<file path="src/rtl/rtc_calendar.sv">
module rtc_calendar (
  input  logic       clk,
  input  logic       rst_n,
  input  logic       sec_tick,
  input  logic       dly_tick,
  input  logic [2:0] osc_sel,
  input  logic       set_mode,
  input  logic       bin_mode,
  input  logic       h24_mode,
  input  logic       alarm_en,
  input  logic       upd_int_en,
  input  logic [7:0] alarm_sec,
  input  logic [7:0] alarm_min,
  input  logic [7:0] alarm_hr,
  input  logic       wr_en,
  input  logic [2:0] wr_sel,
  input  logic [7:0] wr_data,
  input  logic       flag_clr,
  output logic [7:0] t_sec,
  output logic [7:0] t_min,
  output logic [7:0] t_hr,
  output logic [7:0] t_wday,
  output logic [7:0] t_mday,
  output logic [7:0] t_mon,
  output logic [7:0] t_year,
  output logic       uip,
  output logic [7:0] int_flags,
  output logic       irq
);

  localparam logic [2:0] OSC_RUN  = 3'b010;
  localparam logic [1:0] WILDCARD = 2'b11;

  function automatic logic [7:0] to_bcd(input logic [7:0] v);
    logic [7:0] tens, ones;
    tens = v / 8'd10;
    ones = v - tens * 8'd10;
    return {tens[3:0], ones[3:0]};
  endfunction

  function automatic logic [7:0] from_bcd(input logic [7:0] v);
    return {4'd0, v[7:4]} * 8'd10 + {4'd0, v[3:0]};
  endfunction

  logic [7:0] c_sec, c_min, c_hr, c_wday, c_mday, c_mon, c_yr;
  logic [7:0] n_sec, n_min, n_hr, n_wday, n_mday, n_mon, n_yr;
  logic [7:0] dim;
  logic       pend, set_q, reload_q, alarm_f, upd_f;
  logic       osc_ok, start_upd, end_upd, alarm_hit;

  assign osc_ok    = (osc_sel == OSC_RUN);
  assign start_upd = sec_tick && !pend && osc_ok;
  assign end_upd   = dly_tick && pend;

  // month length for the current counters
  always_comb begin
    case (c_mon)
      8'd1:                    dim = (c_yr[1:0] == 2'b00) ? 8'd29 : 8'd28;
      8'd3, 8'd5, 8'd8, 8'd10: dim = 8'd30;
      default:                 dim = 8'd31;
    endcase
  end

  // next-second arithmetic in binary
  always_comb begin
    n_sec  = c_sec + 8'd1;
    n_min  = c_min;
    n_hr   = c_hr;
    n_wday = c_wday;
    n_mday = c_mday;
    n_mon  = c_mon;
    n_yr   = c_yr;
    if (n_sec >= 8'd60) begin
      n_sec = 8'd0;
      n_min = c_min + 8'd1;
      if (n_min >= 8'd60) begin
        n_min = 8'd0;
        n_hr  = c_hr + 8'd1;
        if (n_hr >= 8'd24) begin
          n_hr   = 8'd0;
          n_wday = (c_wday + 8'd1 >= 8'd7) ? 8'd0 : c_wday + 8'd1;
          n_mday = c_mday + 8'd1;
          if (n_mday == 8'd0) begin
            n_mday = 8'd1;
          end else if (n_mday > dim) begin
            n_mday = 8'd1;
            n_mon  = c_mon + 8'd1;
            if (n_mon >= 8'd12) begin
              n_mon = 8'd0;
              n_yr  = (c_yr >= 8'd99) ? 8'd0 : c_yr + 8'd1;
            end
          end
        end
      end
    end
  end

  // encoding of the counters into the selected visible format
  logic [7:0] e_sec, e_min, e_hr, e_wday, e_mday, e_mon, e_yr, hr12;
  assign hr12   = (c_hr >= 8'd12) ? c_hr - 8'd12 : c_hr;
  assign e_sec  = bin_mode ? c_sec  : to_bcd(c_sec);
  assign e_min  = bin_mode ? c_min  : to_bcd(c_min);
  assign e_wday = bin_mode ? c_wday : to_bcd(c_wday);
  assign e_mday = bin_mode ? c_mday : to_bcd(c_mday);
  assign e_mon  = bin_mode ? c_mon + 8'd1 : to_bcd(c_mon + 8'd1);
  assign e_yr   = bin_mode ? c_yr   : to_bcd(c_yr);
  always_comb begin
    if (h24_mode) e_hr = bin_mode ? c_hr : to_bcd(c_hr);
    else          e_hr = (bin_mode ? hr12 : to_bcd(hr12)) | ((c_hr >= 8'd12) ? 8'h80 : 8'h00);
  end

  // decoding of the visible bytes back into counters
  logic [7:0] d_sec, d_min, d_hr, d_hraw, d_wday, d_mday, d_mon, d_yr;
  assign d_sec  = bin_mode ? t_sec  : from_bcd(t_sec);
  assign d_min  = bin_mode ? t_min  : from_bcd(t_min);
  assign d_hraw = bin_mode ? (t_hr & 8'h7f) : from_bcd(t_hr & 8'h7f);
  assign d_hr   = (!h24_mode && t_hr[7]) ? d_hraw + 8'd12 : d_hraw;
  assign d_wday = bin_mode ? t_wday : from_bcd(t_wday);
  assign d_mday = bin_mode ? t_mday : from_bcd(t_mday);
  assign d_mon  = (bin_mode ? t_mon : from_bcd(t_mon)) - 8'd1;
  assign d_yr   = bin_mode ? t_year : from_bcd(t_year);

  assign alarm_hit = (alarm_sec[7:6] == WILDCARD || alarm_sec == e_sec) &&
                     (alarm_min[7:6] == WILDCARD || alarm_min == e_min) &&
                     (alarm_hr[7:6]  == WILDCARD || alarm_hr  == e_hr);

  // counters
  always_ff @(posedge clk) begin
    if (!rst_n) begin
      c_sec <= 8'd0; c_min <= 8'd0; c_hr <= 8'd0; c_wday <= 8'd0;
      c_mday <= 8'd1; c_mon <= 8'd0; c_yr <= 8'd0;
    end else if (reload_q) begin
      c_sec <= d_sec; c_min <= d_min; c_hr <= d_hr; c_wday <= d_wday;
      c_mday <= d_mday; c_mon <= d_mon; c_yr <= d_yr;
    end else if (start_upd) begin
      c_sec <= n_sec; c_min <= n_min; c_hr <= n_hr; c_wday <= n_wday;
      c_mday <= n_mday; c_mon <= n_mon; c_yr <= n_yr;
    end
  end

  // update sequencing and flags
  always_ff @(posedge clk) begin
    if (!rst_n) begin
      pend <= 1'b0; uip <= 1'b0; set_q <= 1'b0; reload_q <= 1'b0;
      alarm_f <= 1'b0; upd_f <= 1'b0;
    end else begin
      set_q    <= set_mode;
      reload_q <= (wr_en && wr_sel != 3'd7 && !set_mode) || (set_q && !set_mode);
      if (start_upd) begin
        pend <= 1'b1;
        uip  <= !set_mode;
      end else if (end_upd) begin
        pend <= 1'b0;
        uip  <= 1'b0;
      end
      if (set_mode && !set_q) uip <= 1'b0;
      if (flag_clr) begin
        alarm_f <= 1'b0;
        upd_f   <= 1'b0;
      end
      if (end_upd && alarm_en && alarm_hit) alarm_f <= 1'b1;
      if (end_upd && upd_int_en)            upd_f   <= 1'b1;
    end
  end

  // visible bytes
  always_ff @(posedge clk) begin
    if (!rst_n) begin
      t_sec <= 8'h00; t_min <= 8'h00; t_hr <= 8'h00; t_wday <= 8'h00;
      t_mday <= 8'h01; t_mon <= 8'h01; t_year <= 8'h00;
    end else begin
      if (end_upd && !set_mode) begin
        t_sec <= e_sec; t_min <= e_min; t_hr <= e_hr; t_wday <= e_wday;
        t_mday <= e_mday; t_mon <= e_mon; t_year <= e_yr;
      end
      if (wr_en) begin
        case (wr_sel)
          3'd0: t_sec  <= wr_data;
          3'd1: t_min  <= wr_data;
          3'd2: t_hr   <= wr_data;
          3'd3: t_wday <= wr_data;
          3'd4: t_mday <= wr_data;
          3'd5: t_mon  <= wr_data;
          3'd6: t_year <= wr_data;
          default: ;
        endcase
      end
    end
  end

  assign irq       = alarm_f | upd_f;
  assign int_flags = {irq, 1'b0, alarm_f, upd_f, 4'b0000};

  assert_uip_start_R2: assert property (@(posedge clk) disable iff (!rst_n)
    $rose(uip) |-> ($past(sec_tick) && $past(osc_sel) == OSC_RUN && !$past(set_mode)));

  assert_uip_end_R7: assert property (@(posedge clk) disable iff (!rst_n)
    $fell(uip) |-> $past(dly_tick || set_mode));

  assert_frozen_in_set_R8: assert property (@(posedge clk) disable iff (!rst_n)
    (set_mode && !wr_en) |=> ($stable(t_sec) && $stable(t_hr) && $stable(t_mday)));

  assert_alarm_source_R10: assert property (@(posedge clk) disable iff (!rst_n)
    $rose(int_flags[5]) |-> $past(dly_tick && alarm_en));

  assert_update_flag_R11: assert property (@(posedge clk) disable iff (!rst_n)
    $rose(int_flags[4]) |-> $past(dly_tick && upd_int_en));

  assert_flag_clear_R12: assert property (@(posedge clk) disable iff (!rst_n)
    (flag_clr && !dly_tick) |=> (int_flags == 8'h00));

endmodule

</file>
<file path="config.mk">
export PLATFORM = sky130hd
export DESIGN_NAME = rtc_calendar
export DESIGN_NICKNAME = d
export VERILOG_FILES = /design/src/rtl/rtc_calendar.sv
export SDC_FILE = /design/constraint.sdc
export NUM_CORES = 1
export LEC_CHECK = 0
export ABC_AREA = 1
export BUFFER_PORTS_ARGS = -buffer_cell sky130_fd_sc_hd__buf_2
export CORE_ASPECT_RATIO = 1.2
export CORE_MARGIN = 4
export CORE_UTILIZATION = 45
export DETAILED_ROUTE_END_ITERATION = 12
export SLEW_MARGIN = 20
export SYNTH_ARGS = -nofsm -noshare
export SYNTH_HDL_FRONTEND = slang
export SYNTH_SLANG_ARGS = --single-unit
</file>
<file path="constraint.sdc">
create_clock -name clk -period 11.4 [get_ports clk]
set_input_delay 0.57 -clock clk [delete_from_list [all_inputs] [get_ports clk]]
set_output_delay 0.57 -clock clk [all_outputs]
set_load 0.02 [all_outputs]
</file>
# Yosys cells after proc, flatten, opt, wreduce, memory -nomap -nowiden
# Index checks and enable logic that the tools add are counted.
# totals
rom_bits	0
register_bits	118
ram_bits	0
latch_bits	0
memories	0
wordCells	230
# classes
reduce_logical	41
div	8
shift	0
bitwise	3
addsub	25
multipliers	15
muxes	90
magnitude_cmp	8
eq_ne	20
# ops
operator	count
$mux 8	82
$div 8x4->8 const B	8
$mul 8x3->3 const B	8
$add 8x1->8 const B	7
$add 8x4->8	6
$mul 4x3->7 const B	6
$sub 4x4->4	8
$eq 8x8->1	3
$reduce_bool 2->1	9
$eq 8x4->1 const B	2
$ge 8x4->1 const B	2
$ge 8x6->1 const B	2
$logic_and 1x1->1	14
$eq 3x2->1 const B	3
$eq 3x3->1 const B	3
$add 7x4->8	1
$add 8x4->8 const B	1
$eq 8x1->1 const B	1
$eq 8x2->1 const B	1
$eq 8x3->1 const B	1
$ge 8x3->1 const B	1
$ge 8x5->1 const B	1
$ge 8x7->1 const B	1
$gt 8x8->1	1
24 further kinds	38

# Logic depth before layout (Yosys ltp)
# logic_depth
word_depth	13
mapped_depth	48
mapped_depth_nobuf	48

# Worst setup path after synthesis
# OpenSTA, ideal clock, no wires.
# synth_timing
path_type	register -> register
from	reg c_hr[2]
to	reg alarm_f
setup_time_ns	0.070
arrival_ns	4.875
stages_incl_launch_ff	44
path_slack_ns	6.455
synth_period_minus_slack_ns	4.945
n_path_buf	0
cell_sequence	dfxtp_1 > clkinv_1 > ha_1 > nand2_1 > nand4_1 > nand2_1 > nand2_1 > nand2_1 > nand2_1 > nand2_1 > nand2_2 > nand2_1 > nand2_1 > inv_1 > nand2_2 > nand3_1 > nand2_2 > nand2_1 > [8 not listed] > inv_1 > nand2_2 > ha_1 > fa_1 > nor2_1 > o21ai_0 > nor2_1 > nor2_1 > nand3_1 > nor2_1 > o21ai_0 > nor2_1 > nand2_1 > nor2_1 > nand3_1 > nand2_1 > nand2_1 > a21oi_1
# synth_via
elab_chain_cells	13
word_cells_on_any_way	20
# synth_lines
item	line_no	text
from (decl)	45	logic [7:0] c_sec, c_min, c_hr, c_wday, c_mday, c_mon, c_yr;
from (signal assigned)	133	c_sec <= d_sec; c_min <= d_min; c_hr <= d_hr; c_wday <= d_wday;
from (signal assigned)	136	c_sec <= n_sec; c_min <= n_min; c_hr <= n_hr; c_wday <= n_wday;
$sub 8x4->8 or $ge 8x4->1 (tied branches)	100, 109	
$mux 8	100	assign hr12 = (c_hr >= 8'd12) ? c_hr - 8'd12 : c_hr;
$div 8x4->8	36	tens = v / 8'd10;
$mul 8x3->3	37	ones = v - tens * 8'd10;
$sub 4x4->4	37	
$mux 8	109	else e_hr = (bin_mode ? hr12 : to_bcd(hr12)) | ((c_hr >= 8'd12) ? 8'h80 : 8'h00);
$or 8x8->8	109	
$mux 8 (*)	108	if (h24_mode) e_hr = bin_mode ? c_hr : to_bcd(c_hr);
$eq 8x8->1 (*)	125	(alarm_hr[7:6] == WILDCARD || alarm_hr == e_hr);
$logic_or 1x1->1 (*)	125	
$logic_and 1x1->1 (*)	124	(alarm_min[7:6] == WILDCARD || alarm_min == e_min) &&
$logic_and 1x1->1 (*)	161	if (end_upd && alarm_en && alarm_hit) alarm_f <= 1'b1;
$mux 1 or $reduce_bool 2->1 (tied branches)	-	
to (signal assigned)	145	alarm_f <= 1'b0; upd_f <= 1'b0;
to (signal assigned)	158	alarm_f <= 1'b0;
to (signal assigned)	161	
to (decl)	48	logic pend, set_q, reload_q, alarm_f, upd_f;
# Mark *: on every way between the ends. The rest lies on a longest branch, timed or not.
# A chain may end at the register's enable or synchronous reset.

# Final worst setup path
# Same ends and word-level chain as after synthesis.

==> impl_metrics.sql <==
INSERT INTO impl_metrics (metric_group, metric, value, unit) VALUES
('sta', 'timing.setup.tns', '0', 'ns'),
('global_route', 'remaining_global_route_overflow', '0', ''),
('placement', 'portBuffers', '109', ''),
('yosys', 'ys_async_sr_fraction', '0', ''),
('yosys', 'post_synth_main_area_contributors', 'dfxtp_1, nand2_1, ha_1', ''),
('sta', 'final-hold-violation-count', '0', ''),
('global_route', 'wire_length_of_the_first_global_routing_pass', '60940', 'µm'),
('yosys', 'synth_area', '0.01242', 'mm²'),
('sta', 'min_period', '5.672', 'ns'),
('hold_path', 'hold_path.class', 'in -> reg', ''),
('yosys', 'ys_ff_latch', '118', ''),
('yosys', 'synthDominantAreaCellType', 'dfxtp_1', ''),
('yosys', 'synth_enable_flop_cells', '0', ''),
('clocking', 'htreeDepth', '4', ''),
('global_route', 'grt_start_max_net_pins', '90', ''),
('route', 'post-route-drc-count', '0', ''),
('setup_path', 'required_time_at_the_worst_slack_endpoint', '11.76', 'ns'),
('floorplan', 'num_rows', '66', ''),
('route', 'drt_antenna_net_count', '0', ''),
('clocking', 'hold_buffers', '0', ''),
('route', 'postRouteWirelength', '37640', 'µm'),
('layout', 'final_nets', '2160', ''),
('layout', 'proportion_of_layout_cells_with_a_drive_suffix_above_1', '0.1276', ''),
('layout', 'layout.core_utilization', '0.5044', ''),
('yosys', 'cell_with_the_most_instances_after_synthesis', 'nand2_1', ''),
('yosys', 'postSynthCellCount', '1934', ''),
('yosys', 'ys_types', '66', ''),
('power_and_ir_drop', 'total_power', '1.293', 'mW'),
('global_route', 'antenna_violations_before_repair', '2', ''),
('floorplan', 'chipHeight', '190.0', 'µm'),
('route', 'dr_total_vias', '12790', ''),
('setup_path', 'slack_of_the_worst_reg_to_reg_path', '5.73', 'ns'),
('setup_path', 'crit-reg2reg-launch', 'c_hr[2]$_SDFFE_PN0P_', ''),
('floorplan', 'start_util', '0.4570', ''),
('clocking', 'clock_path_buffers', '2', ''),
('setup_path', 'critical_path_arrival', '6.03', 'ns'),
('sta', 'max_clock_freq', '176.3', 'MHz'),
('sta', 'tightest_slew', '0.9669', 'ns'),
('global_route', 'grtUsageTotal', '0.2443', ''),
('yosys', 'yosys_most_used_dff', 'dfxtp_1', ''),
('route', 'post_drt_wl_per_cell', '16.04', 'µm'),
('floorplan', 'core_region_area', '0.02717', 'mm²'),
('power_and_ir_drop', 'static_power_due_to_leakage', '6.665', 'nW'),
('power_and_ir_drop', 'vdd_ir_drop_max', '97.91', 'µV'),
('setup_path', 'timing.critical_path.slowest_cell_delay', '0.48', 'ns'),
('floorplan', 'die_w', '159.6', 'µm'),
('clocking', 'clock_tree_from_tritoncts', 'done', ''),
('clocking', 'cts.reportedPaths.clkPinSlew', '0.06', 'ns'),
('setup_path', 'timing.critical_path.fanout_max', '9', ''),
('setup_path', 'cp_slowest_cell', 'dfxtp_1', ''),
('yosys', 'postSynthAreaPerCell', '6.420', 'µm²'),
('yosys', 'synthesis.yosys.warnings', '0', ''),
('run_status', 'run_status', 'complete, no violations', ''),
('yosys', 'synth.yosys.seq_area_share', '0.1902', ''),
('floorplan', 'die-area', '0.03033', 'mm²'),
('setup_path', 'crit_start', 'c_hr[2]$_SDFFE_PN0P_', ''),
('sta', 'fin_skew', '0.008161', 'ns'),
('sta', 'max-slew-margin-rel', '0.3554', ''),
('route', 'drt-vias-per-instance', '5.450', ''),
('layout', 'insertedDiodeCount', '0', ''),
('job', 'max-cap-violations', '0', ''),
('clocking', 'clock_latency', '0.43', 'ns'),
('setup_path', 'setup.worst_path.class', 'reg -> reg', ''),
('placement', 'gp_congestion', '0.8886', ''),
('sta', 'finalSetupViolCount', '0', ''),
('clocking', 'ctsRootBufferMaster', 'clkbuf_16', ''),
('setup_path', 'type_of_element_capturing_the_critical_path', 'flip-flop', ''),
('hold_path', 'worst_hold_startpoint', 'upd_int_en', ''),
('sta', 'rsz0062_at_grt', 'false', ''),
('clocking', 'post-cts-setup-buffers', '0', ''),
('power_and_ir_drop', 'pwr_density_cell', '94.32', 'mW/mm²');
## through the flow
stage / cells / setup slack (ns) / hold slack (ns) / area, µm²
2_1_floorplan: 1938 / 6.455 / 0.4442 / 12430
5_1_grt: 2347 / 4.943 / 0.4141 / 13700
3_3_place_gp: 2316 / 5.956 / 0.4650 / 13110
3_5_place_dp: 2316 / 5.734 / 0.4674 / 13110
4_1_cts: 2347 / 5.693 / 0.3907 / 13700
6_report: 2347 / 5.728 / 0.4026 / 13700
## path summary, 6_finish.rpt
path / end / depth (start not counted)
max: alarm_f$_SDFFE_PN0P_ / 43
min reg2reg: upd_f$_SDFFE_PN0P_ / 2
min: upd_f$_SDFFE_PN0P_ / 3
max reg2reg: alarm_f$_SDFFE_PN0P_ / 43
## final cells by class
cell class                      count  area [µm²]
Timing Repair Buffer              118       615.6
Sequential cell                   118        2362
Fill cell                        2795       13460
Inverter                          250       940.9
Clock buffer                       23       498.0
Multi-Input combinational cell   1490        8766
Tap cell                          340       425.4
Clock inverter                      8       96.34
## placed cells by master (no fill, tap or decap), drive strengths merged, types with 2 or more instances in the layout
cell	n
bufinv	2
nand2	462
nor2	132
xor2	66
o2111ai	4
nor3b	3
ha	95
o21a	4
buf	118
dfxtp	118
a2bb2oi	2
nand3	136
o211ai	24
and2	6
nand3b	11
conb	5
a31oi	55
o22ai	4
clkinv	9
o21ai	212
xnor2	28
a22oi	5
o21bai	6
clkbuf	23
nor3	24
fa	21
nand4	20
a21oi	117
or2	21
inv	246
nor4	2
a211oi	12
## worst max-delay path, delay by kind of cell (launching register included)
kind / cells / cell delay, ns
simple gates: 31 / 2.63
fa+ha+maj: 4 / 1.27
compound gates: 4 / 0.66
buf+inv: 4 / 0.58
flops: 1 / 0.48
## metal layers
layer / global-route usage / routed length [µm] / vias up
met1: 0.3163 / 17060 / 5944
met4: 0.06912 / 767 / 4
met3: 0.03077 / 1716 / 50
met2: 0.4284 / 18060 / 272
met5: 0 / 33 / -
li1: - / - / 6521
## where the power goes
part           switching [mW]  total (mW)  internal [mW]
registers              0.0219       0.447          0.425
clock network           0.203       0.551          0.348
logic                   0.191       0.294          0.103
## logic make-up after synthesis
logic type / Yosys count / share of synthesized area
other cells: 1 / 0.0003020
simple gates: 819 / 0.2975
flops: 118 / 0.1902
xor+xnor: 94 / 0.07054
compound gates: 456 / 0.2063
buf+inv: 330 / 0.1056
fa+ha+maj: 116 / 0.1296
Power figures use the tool's default switching activity.
